File: src/rtl/ffwu_pkg.sv
package ffwu_pkg;
  typedef enum logic {COMB_OR = 1'b0, COMB_AND = 1'b1} comb_mode_e;

  typedef struct packed {
    logic hi;
    logic lo;
  } axis_evt_t;
endpackage

File: src/rtl/ffwu_axis_cmp.sv
module ffwu_axis_cmp
  import ffwu_pkg::*;
#(
  parameter int SAMPLE_W = 8
) (
  input  logic [SAMPLE_W-1:0] sample,
  input  logic [SAMPLE_W-2:0] thresh,
  input  logic                en_hi,
  input  logic                en_lo,
  output axis_evt_t           evt
);
  logic [SAMPLE_W-1:0] mag;
  logic                above;

  // magnitude of a two's-complement value; the most negative maps to 2^(W-1)
  assign mag   = sample[SAMPLE_W-1] ? (~sample + 1'b1) : sample;
  assign above = mag > {1'b0, thresh};

  assign evt.hi = en_hi & above;
  assign evt.lo = en_lo & ~above;
endmodule

File: src/rtl/ffwu_combine.sv
module ffwu_combine
  import ffwu_pkg::*;
#(
  parameter int NUM_AXES = 3
) (
  input  logic [NUM_AXES-1:0] ev_hi,
  input  logic [NUM_AXES-1:0] ev_lo,
  input  logic [NUM_AXES-1:0] en_hi,
  input  logic [NUM_AXES-1:0] en_lo,
  input  logic                mode_and,
  output logic                cond
);
  localparam int EVW = 2 * NUM_AXES;

  logic [EVW-1:0] ev_all;
  logic [EVW-1:0] en_all;
  logic           any_en;
  logic           or_c;
  logic           and_c;
  comb_mode_e     mode;

  assign ev_all = {ev_hi, ev_lo};
  assign en_all = {en_hi, en_lo};
  assign any_en = |en_all;
  assign or_c   = |ev_all;
  assign and_c  = any_en & (&(ev_all | ~en_all));
  assign mode   = comb_mode_e'(mode_and);

  always_comb begin
    case (mode)
      COMB_AND: cond = and_c;
      default:  cond = or_c;
    endcase
  end

  always_comb begin
    AST_AND_NEEDS_EVENT: assert (!(cond && (mode == COMB_AND) && !or_c)) else $error("AND true without event");
  end
endmodule

File: src/rtl/ffwu_dur_qual.sv
module ffwu_dur_qual #(
  parameter int DUR_W = 8
) (
  input  logic             clk,
  input  logic             rst,
  input  logic             valid,
  input  logic             cond,
  input  logic [DUR_W-1:0] dur,
  output logic             fire
);
  localparam logic [DUR_W-1:0] CNT_MAX = {DUR_W{1'b1}};

  logic [DUR_W-1:0] run_cnt;

  // the current sample completes a run of run_cnt+1 true samples
  assign fire = valid & cond & (run_cnt >= dur);

  always_ff @(posedge clk) begin
    if (rst) begin
      run_cnt <= '0;
    end else if (valid) begin
      if (!cond)                run_cnt <= '0;
      else if (run_cnt != CNT_MAX) run_cnt <= run_cnt + 1'b1;
    end
  end

  AST_RUN_RESTART: assert property (@(posedge clk) disable iff (rst)
    (valid && !cond) |=> (run_cnt == '0)) else $error("run not restarted");
  AST_RUN_NO_WRAP: assert property (@(posedge clk) disable iff (rst)
    (run_cnt == CNT_MAX) |=> (run_cnt == CNT_MAX || run_cnt == '0)) else $error("run counter wrapped");
endmodule

File: src/rtl/ffwu_irq_gen.sv
module ffwu_irq_gen
  import ffwu_pkg::*;
#(
  parameter int SAMPLE_W = 8,
  parameter int NUM_AXES = 3,
  parameter int DUR_W    = 8
) (
  input  logic                         clk,
  input  logic                         rst,
  input  logic                         smp_valid,
  input  logic [NUM_AXES*SAMPLE_W-1:0] smp_data,
  input  logic                         cfg_comb_and,
  input  logic                         cfg_latch,
  input  logic [NUM_AXES-1:0]          cfg_hi_en,
  input  logic [NUM_AXES-1:0]          cfg_lo_en,
  input  logic [SAMPLE_W-2:0]          thresh,
  input  logic [DUR_W-1:0]             duration,
  input  logic                         irq_active_low,
  input  logic                         src_rd,
  output logic [NUM_AXES-1:0]          src_hi,
  output logic [NUM_AXES-1:0]          src_lo,
  output logic                         src_active,
  output logic                         irq
);
  logic [NUM_AXES-1:0] ev_hi;
  logic [NUM_AXES-1:0] ev_lo;
  logic                cond;
  logic                fire;
  logic                act_n;
  logic                hold;

  for (genvar a = 0; a < NUM_AXES; a++) begin : g_axis
    axis_evt_t evt;
    ffwu_axis_cmp #(.SAMPLE_W(SAMPLE_W)) u_cmp (
      .sample (smp_data[a*SAMPLE_W +: SAMPLE_W]),
      .thresh (thresh),
      .en_hi  (cfg_hi_en[a]),
      .en_lo  (cfg_lo_en[a]),
      .evt    (evt)
    );
    assign ev_hi[a] = evt.hi;
    assign ev_lo[a] = evt.lo;
  end

  ffwu_combine #(.NUM_AXES(NUM_AXES)) u_comb (
    .ev_hi    (ev_hi),
    .ev_lo    (ev_lo),
    .en_hi    (cfg_hi_en),
    .en_lo    (cfg_lo_en),
    .mode_and (cfg_comb_and),
    .cond     (cond)
  );

  ffwu_dur_qual #(.DUR_W(DUR_W)) u_qual (
    .clk   (clk),
    .rst   (rst),
    .valid (smp_valid),
    .cond  (cond),
    .dur   (duration),
    .fire  (fire)
  );

  assign hold = cfg_latch & src_active;

  always_comb begin
    act_n = src_active;
    if (src_rd && cfg_latch) act_n = 1'b0;
    if (smp_valid) begin
      if (fire)            act_n = 1'b1;
      else if (!cfg_latch) act_n = 1'b0;
    end
  end

  always_ff @(posedge clk) begin
    if (rst) begin
      src_hi     <= '0;
      src_lo     <= '0;
      src_active <= 1'b0;
      irq        <= irq_active_low;
    end else begin
      if (smp_valid && !hold) begin
        src_hi <= ev_hi;
        src_lo <= ev_lo;
      end
      src_active <= act_n;
      irq        <= act_n ^ irq_active_low;
    end
  end

  AST_NO_ENABLE_NO_IRQ: assert property (@(posedge clk) disable iff (rst)
    (cfg_hi_en == '0 && cfg_lo_en == '0 && !src_active) |=> !src_active) else $error("active without enables");
  AST_UNLATCHED_CLEAR: assert property (@(posedge clk) disable iff (rst)
    (smp_valid && !cond && !cfg_latch) |=> !src_active) else $error("active not cleared");
  AST_LATCH_HOLD: assert property (@(posedge clk) disable iff (rst)
    (cfg_latch && src_active && !src_rd) |=> (src_active && $stable(src_hi) && $stable(src_lo))) else $error("latched state lost");
  AST_IRQ_POLARITY: assert property (@(posedge clk) disable iff (rst)
    1'b1 |=> (irq == (src_active ^ $past(irq_active_low)))) else $error("irq polarity");
  AST_IDLE_STABLE: assert property (@(posedge clk) disable iff (rst)
    (!smp_valid && !src_rd) |=> ($stable(src_active) && $stable(src_hi) && $stable(src_lo))) else $error("change without sample");
endmodule

File: config.mk
export PLATFORM = sky130hd
export DESIGN_NAME = ffwu_irq_gen
export DESIGN_NICKNAME = d
export VERILOG_FILES = /design/src/rtl/ffwu_pkg.sv /design/src/rtl/ffwu_axis_cmp.sv /design/src/rtl/ffwu_combine.sv /design/src/rtl/ffwu_dur_qual.sv /design/src/rtl/ffwu_irq_gen.sv
export SDC_FILE = /design/constraint.sdc
export NUM_CORES = 1
export LEC_CHECK = 0
export CAP_MARGIN = 25
export CORE_MARGIN = 3
export CORE_UTILIZATION = 35
export DETAILED_ROUTE_END_ITERATION = 6
export DONT_BUFFER_PORTS = 1
export GPL_TIMING_DRIVEN = 1
export PLACE_DENSITY_LB_ADDON = 0.08
export SYNTH_ARGS = -nofsm -noshare
export SYNTH_HDL_FRONTEND = slang
export SYNTH_SLANG_ARGS = --single-unit
export TNS_END_PERCENT = 5
File: constraint.sdc
create_clock -name clk -period 2.9 [get_ports clk]
set_clock_uncertainty 0.15 [all_clocks]
set_input_delay 0.145 -clock clk [delete_from_list [all_inputs] [get_ports clk]]
set_output_delay 0.145 -clock clk [all_outputs]
set_load 0.02 [all_outputs]
* Yosys cells after proc, flatten, opt, wreduce, memory -nomap -nowiden
Cells that the tools add are included.
** Operators by class
- Add/sub/neg operators :: 4
- $lt $le $gt $ge :: 4
- Equal/unequal tests :: 2
- Mux-type cells :: 11
- Bitwise operators :: 19
- Reduce and logical (&&, ||, !) cells :: 7
** Operator list (count)
- 8-bit 2-to-1 mux :: 5
- 8-bit by 1-bit adder with 8-bit output, second input constant :: 4
- 8-bit by 7-bit > comparator with 1-bit output :: 3
- 8-bit NOT :: 3
- 6-bit OR reduction :: 2
- 1-bit bitwise AND :: 10
- 8-bit greater-or-equal comparator :: 1
- 8-bit != test, second input constant :: 1
- 1-bit 2-to-1 mux :: 6
- 6-bit NOT :: 1
- 6-bit bitwise OR :: 1
- 6-bit AND reduction :: 1
- 1-bit NOT :: 3
- 1-bit logical AND :: 2
- 2-bit != test, second input constant :: 1
- 2-bit AND reduction :: 1
- 1-bit logical NOT :: 1
- 1-bit bitwise XOR :: 1
** Word-level totals
- Flip-flop bits (word level) :: 16
- Bits of input ports :: 52
- Output and inout port bits :: 8
- Logic and storage cells :: 52

* Depth between registers and ports, before layout
- Depth in word-level cells :: 16
- Gate-level depth with buffers :: 14
- Gate-level depth less buffers :: 14

* By module
From an unflattened synthesis, not the netlist that was laid out.
** Second synthesis, totals
- Cell total of the unflattened synthesis :: 260
- Area total of the unflattened synthesis :: 2128.3 um^2
** Modules (own cells, without submodules)
- ffwu_axis_cmp :: instances 3, cells each 45, area an instance 345.3 um^2, seq. area each 0.0 um^2
- ffwu_dur_qual :: instances 1, cells each 78, area an instance 650.6 um^2, seq. area each 160.2 um^2
- ffwu_irq_gen :: instances 1, cells each 33, area an instance 340.3 um^2, seq. area each 160.2 um^2
- ffwu_combine :: instances 1, cells each 14, area an instance 101.3 um^2, seq. area each 0.0 um^2

* Worst setup path before layout
Ideal clock, no wire load.
- Path type :: input -> register
- From :: input smp_data[17]
- To :: register u_qual.run_cnt[5]
- Library setup time :: 0.088 ns
- Data arrival time :: 2.857 ns
- Data required time :: 2.662 ns
- Slack :: -0.195 ns
- Cell stages on the path :: 12
- Path buffers :: 0
- Path through :: or3_1 > o31ai_1 > xnor2_1 > ha_1 > a21o_1 > a21oi_1 > o22ai_1 > o21ai_0 > or3b_2 > o311ai_2 > nand2_2 > a311oi_2
** Between the ends
- Longest elaborated chain between the ends :: 12
- Elaborated cells on any way between the ends :: 15
- Classes of those cells :: 1 x add/sub; 1 x order compare; 1 x eq/ne; 3 x mux; 6 x bitwise; 3 x reduce/logical
** RTL lines
- start: declaration :: RTL line ffwu_irq_gen.sv:11 : input logic [NUM_AXES*SAMPLE_W-1:0] smp_data,
- 8-bit NOT :: RTL line ffwu_axis_cmp.sv:16 : assign mag = sample[SAMPLE_W-1] ? (~sample + 1'b1) : sample;
- 8-bit by 1-bit adder with 8-bit output :: RTL line ffwu_axis_cmp.sv:16
- 8-bit 2-to-1 mux (*) :: RTL line ffwu_axis_cmp.sv:16
- 8-bit by 7-bit > comparator with 1-bit output (*) :: RTL line ffwu_axis_cmp.sv:17 : assign above = mag > {1'b0, thresh};
- 1-bit NOT :: RTL line ffwu_axis_cmp.sv:20 : assign evt.lo = en_lo & ~above;
- 1-bit bitwise AND :: RTL line ffwu_axis_cmp.sv:20
- 6-bit bitwise OR :: RTL line ffwu_combine.sv:26 : assign and_c = any_en & (&(ev_all | ~en_all));
- 6-bit AND reduction :: RTL line ffwu_combine.sv:26
- 1-bit bitwise AND :: RTL line ffwu_combine.sv:26
- 1-bit 2-to-1 mux (*) :: RTL line ffwu_combine.sv:30 : case (mode)
- 2-bit != test (no line)
- 2-bit AND reduction (no line)
- end signal: assignment :: RTL line ffwu_dur_qual.sv:23 : else if (run_cnt != CNT_MAX) run_cnt <= run_cnt + 1'b1;
- end: declaration :: RTL line ffwu_dur_qual.sv:13 : logic [DUR_W-1:0] run_cnt;
Every way passes the cells marked *; elsewhere a longest branch is shown, timed or not.
A chain may end at the register's enable or synchronous reset.

* Final worst setup path
- From :: input smp_data[1]
- To :: register u_qual.run_cnt[2]
Same word-level chain as after synthesis.

==> flow_metrics.tcl <==
set metrics [dict create \
    peakVddDrop_mv 0.184 \
    fmaxAchievable_mhz 357 \
    cts-root-buf "sky130_fd_sc_hd__clkbuf_8" \
    worst_path_clk_slew_ps 60 \
    clock_insertion_delay_worst_skew_ps 250 \
    p_leak_uw 0.00104 \
    gr-usage-met2_pct 22.9 \
    areaGrowthSynthToFinish_pct 23.1 \
    worstPathRequired_ps 2930 \
    synth_flop_cell "sky130_fd_sc_hd__dfxtp_1" \
    synth_fp_nets 337 \
    drtPass1Iterations 4 \
    reg2reg_to "irq" \
    fp.dieW_um 80.8 \
    htree_depth 1 \
    drive_above_1_share_pct 19.4 \
    maximum_clock_insertion_buffer_count 2 \
    multi_input_area_mm2 0.00166 \
    track_usage_pct 14.7 \
    netlist_cell_types 48 \
    io-pin-count 60 \
    critical_path.startpoint_type "primary input" \
    synth_top_area_share_pct 21.1 \
    crit_arrival_ps 2820 \
    hp-class "primary input to flip-flop" \
    wirelength_mm 5.01 \
    synthArstFlopShare_pct 0 \
    global_route.overflow_total 0 \
    final-seq-area_um2 320 \
    ys_top_cells_by_area "sky130_fd_sc_hd__ha_1, sky130_fd_sc_hd__dfxtp_1, sky130_fd_sc_hd__xnor2_1" \
    cp_max_fo 4 \
    synth_common_cells "sky130_fd_sc_hd__ha_1, sky130_fd_sc_hd__inv_1, sky130_fd_sc_hd__a21oi_1" \
    routed_via_density 5.35 \
    holdCritStartpoint "smp_valid" \
    ff2ff_setup_slack_ps 640 \
    gp_congestion 0.738 \
    drv_slew 0 \
    dp_hpwl_mm 4.10 \
    route.vias.total 1861 \
    first_pass_grt_wire_length_mm 7.75 \
    timing_worst_slew_pin_value_ps 691 \
    detail_route.drc_violations 0 \
    num_rows 26 \
    antenna_violating_nets_post_route 0 \
    clock_tree_from_tritoncts "done" \
    critical_path.endpoint_type "flip-flop" \
    fin_util_pct 45.7 \
    synth_area_leader_cell "sky130_fd_sc_hd__ha_1" \
    floorplan.initialDensity_pct 37.1 \
    clk_sinks 16 \
    timing.setup.critical_path_class "primary input to flip-flop" \
    port-buffer-count 0 \
    syn-mean-instance-area_um2 7.77 \
    fp.coreArea_mm2 0.00527 \
    antenna_diode_count 0 \
    fin_setup_tns_ps 0 \
    timing.hold.worst_path_depth 3 \
    yosys_register_bits 16 \
    setup_viol 0 \
    use_met1_pct 20.7 \
    cts_made_buffers 3 \
    nets 365 \
    yosysMostFrequentCell "sky130_fd_sc_hd__ha_1" \
    grt_pass1_vias 1754 \
    maximum_number_of_pins_on_one_net_before_global_route_repair 13 \
    ys_warn_count 0 \
    slew_headroom_pct 53.7 \
    regToRegStartpoint "u_qual.run_cnt[0]" \
    power.density_cell_area_mw_per_mm2 310 \
    design.die.area_mm2 0.00652 \
    fin_crit_sh_pct 96.5 \
    period_minus_slack_ps 2800 \
    wire_per_inst_um 14.4 \
    outcome "completed" \
    seq_area_frac_synth_pct 16.4 \
    ff2ff_path_depth 11 \
    synth-edff-count 0 \
    postSynthCellCount 252 \
    initialDrtViolationCount 63 \
    nFillCells 563 \
    netlist_area_before_placement_mm2 0.00196 \
    hold_viol_final 0 \
    grt_most_used_layer "met2" \
    initial_antenna_violation_count 0 \
    grt.met3_usage_pct 4.88 \
    vertical_die_dimension_um 80.8 \
    hold-path-endpoint "u_qual.run_cnt[2]" \
    max_cap_violations 0 \
]
## how the worst max path moves through the flow
stage	startpoint	end	slack (ps)	depth (start not counted)
final	smp_data[1]	u_qual.run_cnt[2]	100	13
after global routing	smp_data[1]	u_qual.run_cnt[1]	-40	13
after CTS	smp_data[16]	u_qual.run_cnt[1]	40	15
after detailed placement	smp_data[16]	u_qual.run_cnt[1]	-310	15
after global placement	smp_data[16]	irq	-250	15
after floorplan	smp_data[17]	u_qual.run_cnt[1]	-110	12
## cells by family (layout without fill, tap and decap cells)
logic type | count (synthesis) | after routing | synth area share [%]
buf+inv | 29 | 55 | 5.56
simple gates | 89 | 89 | 24.2
flops | 16 | 16 | 16.4
xor+xnor | 17 | 17 | 7.61
compound gates | 64 | 64 | 22.8
fa+ha+maj | 33 | 33 | 21.1
mux | 4 | 4 | 2.37
## layout make-up
cell class / count / area share (%)
inverters: 26 / 4.05
well taps: 70 / 3.63
repair buffers: 26 / 8.57
multi-input cells: 207 / 68.7
flip-flops and latches: 16 / 13.3
clock buffers: 3 / 1.71
## what timing repair did
item,CTS,global route
endpoints found under the setup margin,6,10
resized for setup,1,19
endpoints found under the hold margin,12,0
pin swaps,0,16
setup buffers,0,4
gates cloned,0,0
hold buffers,3,0
## flip-flops by register name (all words and copies together) (netlist names)
signal,cells
irq,1
src_active,1
src_hi,3
src_lo,3
u_qual.run_cnt,8
## critical path, stage by stage
cell                       delay, ps
sky130_fd_sc_hd__or3_4           390
sky130_fd_sc_hd__o31ai_4         180
sky130_fd_sc_hd__xnor2_1         160
sky130_fd_sc_hd__ha_1            270
sky130_fd_sc_hd__and2_4          160
sky130_fd_sc_hd__a221oi_4        250
sky130_fd_sc_hd__o211a_4         200
sky130_fd_sc_hd__mux2_4          330
sky130_fd_sc_hd__o31ai_4         250
sky130_fd_sc_hd__buf_6           140
sky130_fd_sc_hd__buf_4           110
sky130_fd_sc_hd__a21oi_1          70
sky130_fd_sc_hd__mux2i_1         180
## cells in the final DEF, fill, tap and decap left out, types with 2 or more instances in the layout
cell type,n
sky130_fd_sc_hd__a21o_1,4
sky130_fd_sc_hd__a21oi_1,16
sky130_fd_sc_hd__a21oi_2,5
sky130_fd_sc_hd__a221oi_1,2
sky130_fd_sc_hd__a31oi_1,3
sky130_fd_sc_hd__and3_1,4
sky130_fd_sc_hd__buf_4,22
sky130_fd_sc_hd__clkbuf_8,3
sky130_fd_sc_hd__dfxtp_1,16
sky130_fd_sc_hd__dlygate4sd3_1,3
sky130_fd_sc_hd__ha_1,33
sky130_fd_sc_hd__inv_1,26
sky130_fd_sc_hd__mux2_4,2
sky130_fd_sc_hd__mux2i_1,2
sky130_fd_sc_hd__nand2_1,17
sky130_fd_sc_hd__nand2_2,3
sky130_fd_sc_hd__nand2b_1,9
sky130_fd_sc_hd__nand3_1,9
sky130_fd_sc_hd__nand3b_1,3
sky130_fd_sc_hd__nand4_1,7
sky130_fd_sc_hd__nor2_1,18
sky130_fd_sc_hd__nor2b_1,3
sky130_fd_sc_hd__nor3_1,4
sky130_fd_sc_hd__o2111ai_1,2
sky130_fd_sc_hd__o211ai_1,3
sky130_fd_sc_hd__o21ai_0,7
sky130_fd_sc_hd__o21ai_1,4
sky130_fd_sc_hd__o31ai_4,3
sky130_fd_sc_hd__or3_1,3
sky130_fd_sc_hd__or3_4,2
sky130_fd_sc_hd__xnor2_1,17
## per-stage QoR
stage / area [um^2] / std cells / hold WS [ps] / power [uW] / setup slack [ps]
floorplan: 2010 / 252 / 93.6 / 470 / -107
global placement: 2230 / 338 / 70.9 / 547 / -251
detailed placement: 2230 / 338 / 67.9 / 547 / -313
CTS: 2300 / 344 / 6.37 / 722 / 41.9
global route: 2410 / 348 / 11.5 / 805 / -41.2
finish: 2410 / 348 / 4.51 / 746 / 102
## power by group
group,internal (uW),switching (uW),total (uW)
sequential,228,15.0,243
clock,92.1,74.3,166
combinational,175,162,336
## per-layer routing
metal	wire length, um	up-vias
li1	-	972
met1	2420	835
met2	2190	48
met3	369	6
met4	29	0
met5	0	-
(Power assumes the default switching activity.)
